[src/rtl/pmc_pkg.sv]
package pmc_pkg;
    localparam int LVL_N  = 4;
    localparam int LVL_W  = $clog2(LVL_N);
    localparam int SEL_W  = 3;
    localparam int STEP_W = 2;

    typedef enum logic [SEL_W-1:0] {
        EV_INST     = 3'd0,
        EV_STORE    = 3'd1,
        EV_UNALIGN  = 3'd2,
        EV_EXC_TAKE = 3'd3,
        EV_EXC_RET  = 3'd4
    } ev_code_e;

    // packed: en in bit 0, sel above it, then secure mask, then non-secure mask
    typedef struct packed {
        logic [LVL_N-1:0] ns_excl;
        logic [LVL_N-1:0] s_excl;
        logic [SEL_W-1:0] sel;
        logic             en;
    } ctr_cfg_t;
endpackage

[src/rtl/pmc_event_mux.sv]
module pmc_event_mux
    import pmc_pkg::*;
(
    input  logic [SEL_W-1:0]  sel,
    input  logic [STEP_W-1:0] inst_cnt,
    input  logic              st_ret,
    input  logic              st_xfail,
    input  logic              ldst_vld,
    input  logic              ldst_fault,
    input  logic              exc_take,
    input  logic              exc_ret,
    output logic [STEP_W-1:0] amt
);
    always_comb begin
        amt = '0;
        case (sel)
            EV_INST:     amt = inst_cnt;
            EV_STORE:    amt = STEP_W'(st_ret && !st_xfail);
            EV_UNALIGN:  amt = STEP_W'(ldst_vld && ldst_fault);
            EV_EXC_TAKE: amt = STEP_W'(exc_take);
            EV_EXC_RET:  amt = STEP_W'(exc_ret);
            default:     amt = '0;
        endcase
    end
endmodule

[src/rtl/pmc_ctx_filter.sv]
module pmc_ctx_filter
    import pmc_pkg::*;
(
    input  logic [LVL_N-1:0] s_excl,
    input  logic [LVL_N-1:0] ns_excl,
    input  logic [LVL_W-1:0] lvl,
    input  logic             ns,
    output logic             allow
);
    logic [LVL_N-1:0] excl;

    assign excl  = ns ? ns_excl : s_excl;
    assign allow = !excl[lvl];
endmodule

[src/rtl/perf_counter_bank.sv]
module perf_counter_bank
    import pmc_pkg::*;
#(
    parameter int NUM_CNT = 4,
    parameter int CNT_W   = 32
) (
    input  logic                               clk,
    input  logic                               rst,
    input  logic [STEP_W-1:0]                  ev_inst_cnt,
    input  logic                               ev_store,
    input  logic                               ev_store_xfail,
    input  logic                               ev_ldst,
    input  logic                               ev_ldst_fault,
    input  logic                               ev_exc_take,
    input  logic                               ev_exc_ret,
    input  logic [LVL_W-1:0]                   ev_lvl,
    input  logic                               ev_ns,
    input  logic                               reg_we,
    input  logic [$clog2(2*NUM_CNT+1)-1:0]     reg_addr,
    input  logic [CNT_W-1:0]                   reg_wdata,
    output logic [CNT_W-1:0]                   reg_rdata
);
    localparam int CFG_W  = $bits(ctr_cfg_t);
    localparam int ADDR_W = $clog2(2*NUM_CNT+1);
    localparam logic [ADDR_W-1:0] OVF_ADDR = ADDR_W'(2*NUM_CNT);

    typedef struct packed {
        logic [NUM_CNT-1:0][CNT_W-1:0] cnt;
        ctr_cfg_t [NUM_CNT-1:0]        cfg;
        logic [NUM_CNT-1:0]            ovf;
    } bank_st_t;

    bank_st_t st_d, st_q;

    logic [NUM_CNT-1:0][CNT_W-1:0]  cnt_view;
    logic [NUM_CNT-1:0]             en_view;
    logic [NUM_CNT-1:0]             ovf_view;
    logic [NUM_CNT-1:0][STEP_W-1:0] step;
    logic [NUM_CNT-1:0][CNT_W:0]    sum;
    logic [NUM_CNT-1:0]             wr_cnt;
    logic [NUM_CNT-1:0]             wr_cfg;
    logic                           wr_ovf;

    assign wr_ovf   = reg_we && (reg_addr == OVF_ADDR);
    assign ovf_view = st_q.ovf;

    for (genvar g = 0; g < NUM_CNT; g++) begin : g_ctr
        logic [STEP_W-1:0] amt;
        logic              allow;

        pmc_event_mux u_mux (
            .sel        (st_q.cfg[g].sel),
            .inst_cnt   (ev_inst_cnt),
            .st_ret     (ev_store),
            .st_xfail   (ev_store_xfail),
            .ldst_vld   (ev_ldst),
            .ldst_fault (ev_ldst_fault),
            .exc_take   (ev_exc_take),
            .exc_ret    (ev_exc_ret),
            .amt        (amt)
        );

        pmc_ctx_filter u_flt (
            .s_excl  (st_q.cfg[g].s_excl),
            .ns_excl (st_q.cfg[g].ns_excl),
            .lvl     (ev_lvl),
            .ns      (ev_ns),
            .allow   (allow)
        );

        assign cnt_view[g] = st_q.cnt[g];
        assign en_view[g]  = st_q.cfg[g].en;
        assign step[g]     = (en_view[g] && allow) ? amt : '0;
        assign sum[g]      = {1'b0, cnt_view[g]} + (CNT_W+1)'(step[g]);
        assign wr_cnt[g]   = reg_we && (reg_addr == ADDR_W'(g));
        assign wr_cfg[g]   = reg_we && (reg_addr == ADDR_W'(NUM_CNT + g));
    end

    always_comb begin
        logic [NUM_CNT-1:0] wrap;
        st_d = st_q;
        wrap = '0;
        for (int i = 0; i < NUM_CNT; i++) begin
            if (wr_cnt[i]) begin
                st_d.cnt[i] = reg_wdata;
            end else begin
                st_d.cnt[i] = sum[i][CNT_W-1:0];
                wrap[i]     = sum[i][CNT_W];
            end
            if (wr_cfg[i]) begin
                st_d.cfg[i] = ctr_cfg_t'(reg_wdata[CFG_W-1:0]);
            end
        end
        if (wr_ovf) begin
            st_d.ovf = st_q.ovf & ~reg_wdata[NUM_CNT-1:0];
        end
        st_d.ovf = st_d.ovf | wrap;
    end

    always_ff @(posedge clk) begin
        if (rst) begin
            st_q <= '0;
        end else begin
            st_q <= st_d;
        end
    end

    always_comb begin
        reg_rdata = '0;
        for (int i = 0; i < NUM_CNT; i++) begin
            if (reg_addr == ADDR_W'(i)) begin
                reg_rdata = cnt_view[i];
            end
            if (reg_addr == ADDR_W'(NUM_CNT + i)) begin
                reg_rdata = {{(CNT_W-CFG_W){1'b0}}, st_q.cfg[i]};
            end
        end
        if (reg_addr == OVF_ADDR) begin
            reg_rdata = {{(CNT_W-NUM_CNT){1'b0}}, ovf_view};
        end
    end
endmodule

[config.mk]
export PLATFORM = sky130hd
export DESIGN_NAME = perf_counter_bank
export DESIGN_NICKNAME = d
export VERILOG_FILES = /design/src/rtl/pmc_pkg.sv /design/src/rtl/pmc_event_mux.sv /design/src/rtl/pmc_ctx_filter.sv /design/src/rtl/perf_counter_bank.sv
export SDC_FILE = /design/constraint.sdc
export NUM_CORES = 1
export LEC_CHECK = 0
export ABC_AREA = 1
export BUFFER_PORTS_ARGS = -buffer_cell sky130_fd_sc_hd__buf_2
export CAP_MARGIN = 15
export CORE_UTILIZATION = 30
export DETAILED_ROUTE_END_ITERATION = 8
export GPL_TIMING_DRIVEN = 1
export PLACE_DENSITY = 0.5
export SLEW_MARGIN = 30
export SYNTH_ARGS = -nofsm -noshare
export SYNTH_HDL_FRONTEND = slang
export SYNTH_SLANG_ARGS = --single-unit
[constraint.sdc]
create_clock -name clk -period 3.3 [get_ports clk]
set_clock_uncertainty 0.05 [all_clocks]
set_input_delay 0 -clock clk [delete_from_list [all_inputs] [get_ports clk]]
set_output_delay 0 -clock clk [all_outputs]
set_load 0.01 [all_outputs]
### Yosys cells after proc, flatten, opt, wreduce, memory -nomap -nowiden

Cells that the tools add are included.

| operators by class | value |
|---|---|
| add/subtract/negate cells | 4 |
| multiply operators | 0 |
| divide/modulo/power cells | 0 |
| $lt $le $gt $ge | 1 |
| equal/unequal tests | 24 |
| shift-type cells | 0 |
| multiplexer cells | 38 |
| bitwise logic cells | 3 |
| reduce and logical (&&, ||, !) cells | 25 |

Operators by type and width:

| cell | count |
|---|---|
| $mux W32 | 13 |
| $add A32 B2 Y33 | 4 |
| $pmux W2 S5 | 4 |
| $eq A3 B2 Y1 const B | 8 |
| $mux W4 | 5 |
| $eq A4 B3 Y1 const B | 4 |
| $logic_and A1 B1 Y1 | 15 |
| $eq A3 B1 Y1 const B | 4 |
| $eq A3 B3 Y1 const B | 4 |
| $logic_not A3 Y1 | 4 |
| $bmux W1 S2 | 4 |
| $eq A4 B2 Y1 const B | 2 |
| $mux W1 | 8 |
| $mux W2 | 4 |
| $logic_not A1 Y1 | 5 |
| $and A4 B4 Y4 | 1 |
| $eq A4 B1 Y1 const B | 1 |
| $eq A4 B4 Y1 const B | 1 |
| $logic_not A4 Y1 | 1 |
| $not A4 Y4 | 1 |
| $or A4 B4 Y4 | 1 |
| $lt A2 B3 Y1 const B | 1 |

| storage, ports and cells | value |
|---|---|
| flip-flop bits (word level) | 180 |
| latch bits | 0 |
| RAM bits | 0 |
| ROM bits | 0 |
| bits of input ports | 50 |
| logic and storage cells | 116 |
| memories kept | 0 |

### Depth between registers and ports, before layout

| logic depth | value |
|---|---|
| word-level depth | 10 |
| mapped depth | 18 |
| gate-level depth less buffers | 17 |

### Modules after synthesis

Synthesis repeated with hierarchy kept, for this count alone.

| second synthesis, totals | value |
|---|---|
| cell total of the unflattened synthesis | 2177 |
| area total of the unflattened synthesis | 12489.5 µm² |

By module, submodules not included:

| module | instances | cells each | area each (µm²) |
|---|---|---|---|
| perf_counter_bank | 1 | 1997 | 11753.8 |
| pmc_event_mux | 4 | 25 | 103.8 |
| pmc_ctx_filter | 4 | 20 | 80.1 |

### Worst setup path after synthesis

No wires, ideal clock.

| timing path | value |
|---|---|
| path type | input port to flip-flop |
| start | in ev_lvl[0] |
| end | reg st_q, in the netlist cnt_view[16] |
| library setup time | 116 ps |
| arrival | 2270 ps |
| data required time | 3134 ps |
| setup slack | 863 ps |
| cell stages on the path | 16 |
| cells stage by stage | clkbuf_1 -> inv_1 -> a21oi_1 -> o21ai_0 -> nand3_1 -> nand3_1 -> nor2_1 -> ha_1 -> inv_1 -> fa_1 -> nor2_1 -> nand2_1 -> o21ai_0 -> nand3_1 -> o211ai_1 -> inv_1 |

| on the way | value |
|---|---|
| cells in the longest elaborated chain, start to end | 7 |

Ends and longest elaborated chain:

| element | RTL line | source |
|---|---|---|
| from (decl) | perf_counter_bank.sv:16 | `input logic [LVL_W-1:0] ev_lvl,` |
| $bmux W1 S2 | pmc_ctx_filter.sv:13 | `assign allow = !excl[lvl];` |
| $mux W1 (not written as such) | pmc_ctx_filter.sv:13 |  |
| $logic_not A1 Y1 | pmc_ctx_filter.sv:13 |  |
| $logic_and A1 B1 Y1 | perf_counter_bank.sv:73 | `assign step[g] = (en_view[g] && allow) ? amt : '0;` |
| $mux W2 | perf_counter_bank.sv:73 |  |
| $add A32 B2 Y33 | perf_counter_bank.sv:74 | `assign sum[g] = {1'b0, cnt_view[g]} + (CNT_W+1)'(step[g]);` |
| $mux W32 | perf_counter_bank.sv:84 | `if (wr_cnt[i]) begin` |
| to (signal assigned) | perf_counter_bank.sv:104 | `st_q <= st_d;` |
| to (decl) | perf_counter_bank.sv:33 | `bank_st_t st_d, st_q;` |

No other way between the ends. The select of a mux whose other input is x is not followed.
A chain may end at the register's enable or synchronous reset.

### Final worst setup path

| timing path | value |
|---|---|
| start | reg st_q[5] (netlist name) |
| end | reg st_q, in the netlist cnt_view[16] |

| on the way | value |
|---|---|
| cells in the longest elaborated chain, start to end | 5 |
| elaborated cells between the ends (all ways) | 9 |

Ends and longest elaborated chain:

| element | RTL line | source |
|---|---|---|
| $eq A3 B3 Y1, or another cell as far along | pmc_event_mux.sv:16 | `case (sel)` |
| $pmux W2 S5 (*) | pmc_event_mux.sv:16 |  |
| $mux W2 (*) | perf_counter_bank.sv:73 |  |
| $add A32 B2 Y33 (*) | perf_counter_bank.sv:74 |  |
| $mux W32 (*) | perf_counter_bank.sv:84 |  |

Mark *: on every way between the ends. The rest lies on a longest branch, timed or not.

==> impl_metrics.csv <==
group,metric,value,unit
timing,fmax,0.337,GHz
synthesis,ys_ff_latch,180,
synthesis,netlist.top_cell.by_area,"dfxtp_1",
grt,grtUsageTotal,26.3,%
grt,antenna_found_initial,0,
grt,grt_max_degree,61,
timing,rsz0062_at_grt,"false",
timing,period_minus_slack,2.96,ns
critical_path,crit_arrival,3.28,ns
detailed_routing,drt_iter0_markers,1038,
placed_design,io_buffers,81,
synthesis,synth_top_area_share,29.2,%
outcome,status,"completed",
floorplan,die_h,205,um
placed_design,hpwl,42800,um
flow_run,cap_violations,0,
hold_path,hold_class,"input port to flop",
placed_design,place_ws,0.343,ns
critical_path,reg2regPathDepth,14,
floorplan,core,40100,um2
layout,n_fill_cell,4519,
critical_path,timing.rr.end,"cnt_view[16]",
hold_path,hold_path_depth,5,
synthesis,netlist_area,12300,um2
synthesis,syn-num-nets,2190,
layout,fin_nets,2262,
power,powerDensity,357,nW/um2
power,power.leakage,0.00608,uW
detailed_routing,vias_per_cell,5.07,
clock_tree,cts_resized,0,
synthesis,synth_enable_flop_cells,0,
detailed_routing,wl,54100,um
power,ir_drop,0.339,mV
critical_path,cp-end-kind,"flop",
critical_path,crit_fanout,5,
critical_path,reg2reg_slack,0.34,ns
clock_tree,clk_path_buf_depth,2,
grt,grt_first_pass_wirelength,81200,um
critical_path,r2r_start,"st_q[5]",
timing,layout_setup_ws,0.335,ns
synthesis,async_reset_ff_share,0,%
floorplan,dieArea,41900,um2
placed_design,placedInstanceArea,13200,um2
layout,final_layout_size_suffix_gt1_share,6.78,%
critical_path,critPathKind,"flop to flop",
grt,grt_overflow,0,
layout,stdcell_count,2738,
layout,multiInputGateArea,7080,um2
timing,tightest_slew,0.860,ns
timing,finalSetupTns,0,ns
synthesis,seq_area_frac_synth,29.2,%
clock_tree,clkLatencyLatePin,0.48,ns
synthesis,ys_warn_count,0,
critical_path,critical_path.startpoint,"st_q[5]",
placed_design,dp.cells,2671,
timing,max-slew-margin-rel,42.6,%
clock_tree,cts_sinks,180,
synthesis,syn_area_per_cell,5.80,um2
synthesis,synth_most_common_cell,"nand2_1",
synthesis,synth_area_leaders,"dfxtp_1 29%, nand2_1 17%, inv_1 10%, nand3_1 8.7%, nor2_1 7.6%",
layout,post-route-cell-area,14100,um2
timing,timing.final.crit_share,89.8,%
floorplan,num_rows,73,
layout,syn_to_final_growth,14.5,%
critical_path,cp-start-kind,"flop",
clock_tree,htree_levels,4,
floorplan,die_x,205,um
detailed_routing,post_drt_wl_per_cell,19.8,um
clock_tree,clk_pin_slew,0.08,ns
detailed_routing,drtPass1Iterations,5,
clock_tree,cts_tree,"built",
timing,report.final.slew_viol_count,0,
critical_path,crit_required,3.62,ns
layout,diodes,0,
grt,grt_pass1_vias,13200,
detailed_routing,drc_errors,0,
floorplan,start_util,30.8,%
synthesis,synthCells,2128,
synthesis,synth-main-ff-cell,"dfxtp_1",
synthesis,synth.distinct_cells,38,
clock_tree,cts_root_buffer,"clkbuf_16",
floorplan,ioPinCount,82,
synthesis,synth_common_cells,"560 x nand2_1, 337 x inv_1, 250 x nor2_1, 214 x nand3_1, 184 x o21ai_0",
placed_design,gp_congestion,0.964,
timing,setup_violations,0,
layout,regArea,3600,um2
detailed_routing,vias,13900,
critical_path,cp-endpoint,"cnt_view[16]",
clock_tree,cts_buffers,17,
clock_tree,post-cts-setup-buffer-count,0,
timing,hold_violations,0,
detailed_routing,postRouteAntennaNets,0,
-- area by class of cell --
cell class	count	area share, %
multi-input combinational	1525	50.1
sequential	180	25.5
inverter	346	9.19
timing repair buffer	130	6.27
tap	525	4.65
clock buffer	21	3.19
clock inverter	11	1.06
-- state kept, by name, indices dropped and copies added (netlist names) --
| register | cells |
|---|---|
| st_q | 44 |
| en_view | 4 |
| cnt_view | 128 |
| ovf_view | 4 |
-- stage by stage --
| step | utilization (%) | power, uW | hold slack, ns |
|---|---|---|---|
| 2_1_floorplan | - | 2580 | 0.0974 |
| 3_3_place_gp | 32.9 | 2800 | 0.292 |
| 5_1_grt | 35.2 | 5200 | 0.128 |
| 3_5_place_dp | 32.9 | 2810 | 0.295 |
| 4_1_cts | 35.2 | 5060 | 0.0955 |
| 6_report | 35.2 | 5040 | 0.116 |
-- kinds of logic (layout without fill, tap and decap cells) --
| family | Yosys count | after routing | synth area share, % |
|---|---|---|---|
| AOI/OAI and AO/OA | 410 | 410 | 17.5 |
| xor gates and xnor gates | 27 | 27 | 1.92 |
| adders and majority gates | 12 | 12 | 1.46 |
| buffers and inverters | 423 | 508 | 13.4 |
| DFF | 180 | 180 | 29.2 |
| and+or+nand+nor | 1076 | 1076 | 36.5 |
-- critical path, stage by stage, from the launching register on --
cell,delay (ns)
dfxtp_1,0.34
inv_1,0.12
nand3_1,0.09
o21ai_0,0.17
nor3_1,0.15
nor2_1,0.16
ha_1,0.21
inv_1,0.07
fa_1,0.45
nor2_1,0.36
nand2_1,0.21
o21ai_0,0.21
nand3_1,0.09
o211ai_1,0.11
inv_1,0.06
-- how the worst min path moves through the flow --
stage	from	end	slack, ns
final	reg_addr[2]	st_q[39]	0.12
after CTS	reg_addr[2]	st_q[39]	0.1
after global routing	reg_addr[2]	st_q[39]	0.13
after floorplan	reg_wdata[12]	cnt_view[12]	0.1
after global placement	reg_wdata[9]	st_q[37]	0.29
after detailed placement	reg_wdata[9]	st_q[37]	0.30
-- metal layers --
| layer | share of wire (%) | global-route usage (%) | up-vias |
|---|---|---|---|
| met5 | 0 | 0 | - |
| met4 | 2.5 | 7.73 | 0 |
| met3 | 6.1 | 4.10 | 66 |
| met2 | 45 | 42.0 | 400 |
| met1 | 47 | 36.3 | 6509 |
| li1 | - | - | 6915 |
-- power by group --
group | internal (uW) | switching (uW)
logic | 162 | 366
registers | 2220 | 54.4
clock network | 1220 | 1020
total | 3600 | 1440
-- cell usage in the layout, fill, tap and decap left out, drive strengths merged, types with 5 or more instances in the layout --
cell	count
a21oi	167
buf	95
clkbuf	21
clkinv	5
dfxtp	180
dlygate4sd3	35
ha	8
inv	347
nand2	563
nand3	214
nand3b	10
nand4	20
nor2	257
nor3	8
o211ai	18
o21ai	193
o21bai	7
o22ai	20
xnor2	11
xor2	16
-- repair_timing --
action | 4_1_cts | 5_1_grt
hold endpoints to repair | 160 | 0
endpoints found under the setup margin | 0 | 0
hold buffers | 35 | 0
(Power assumes the default switching activity.)
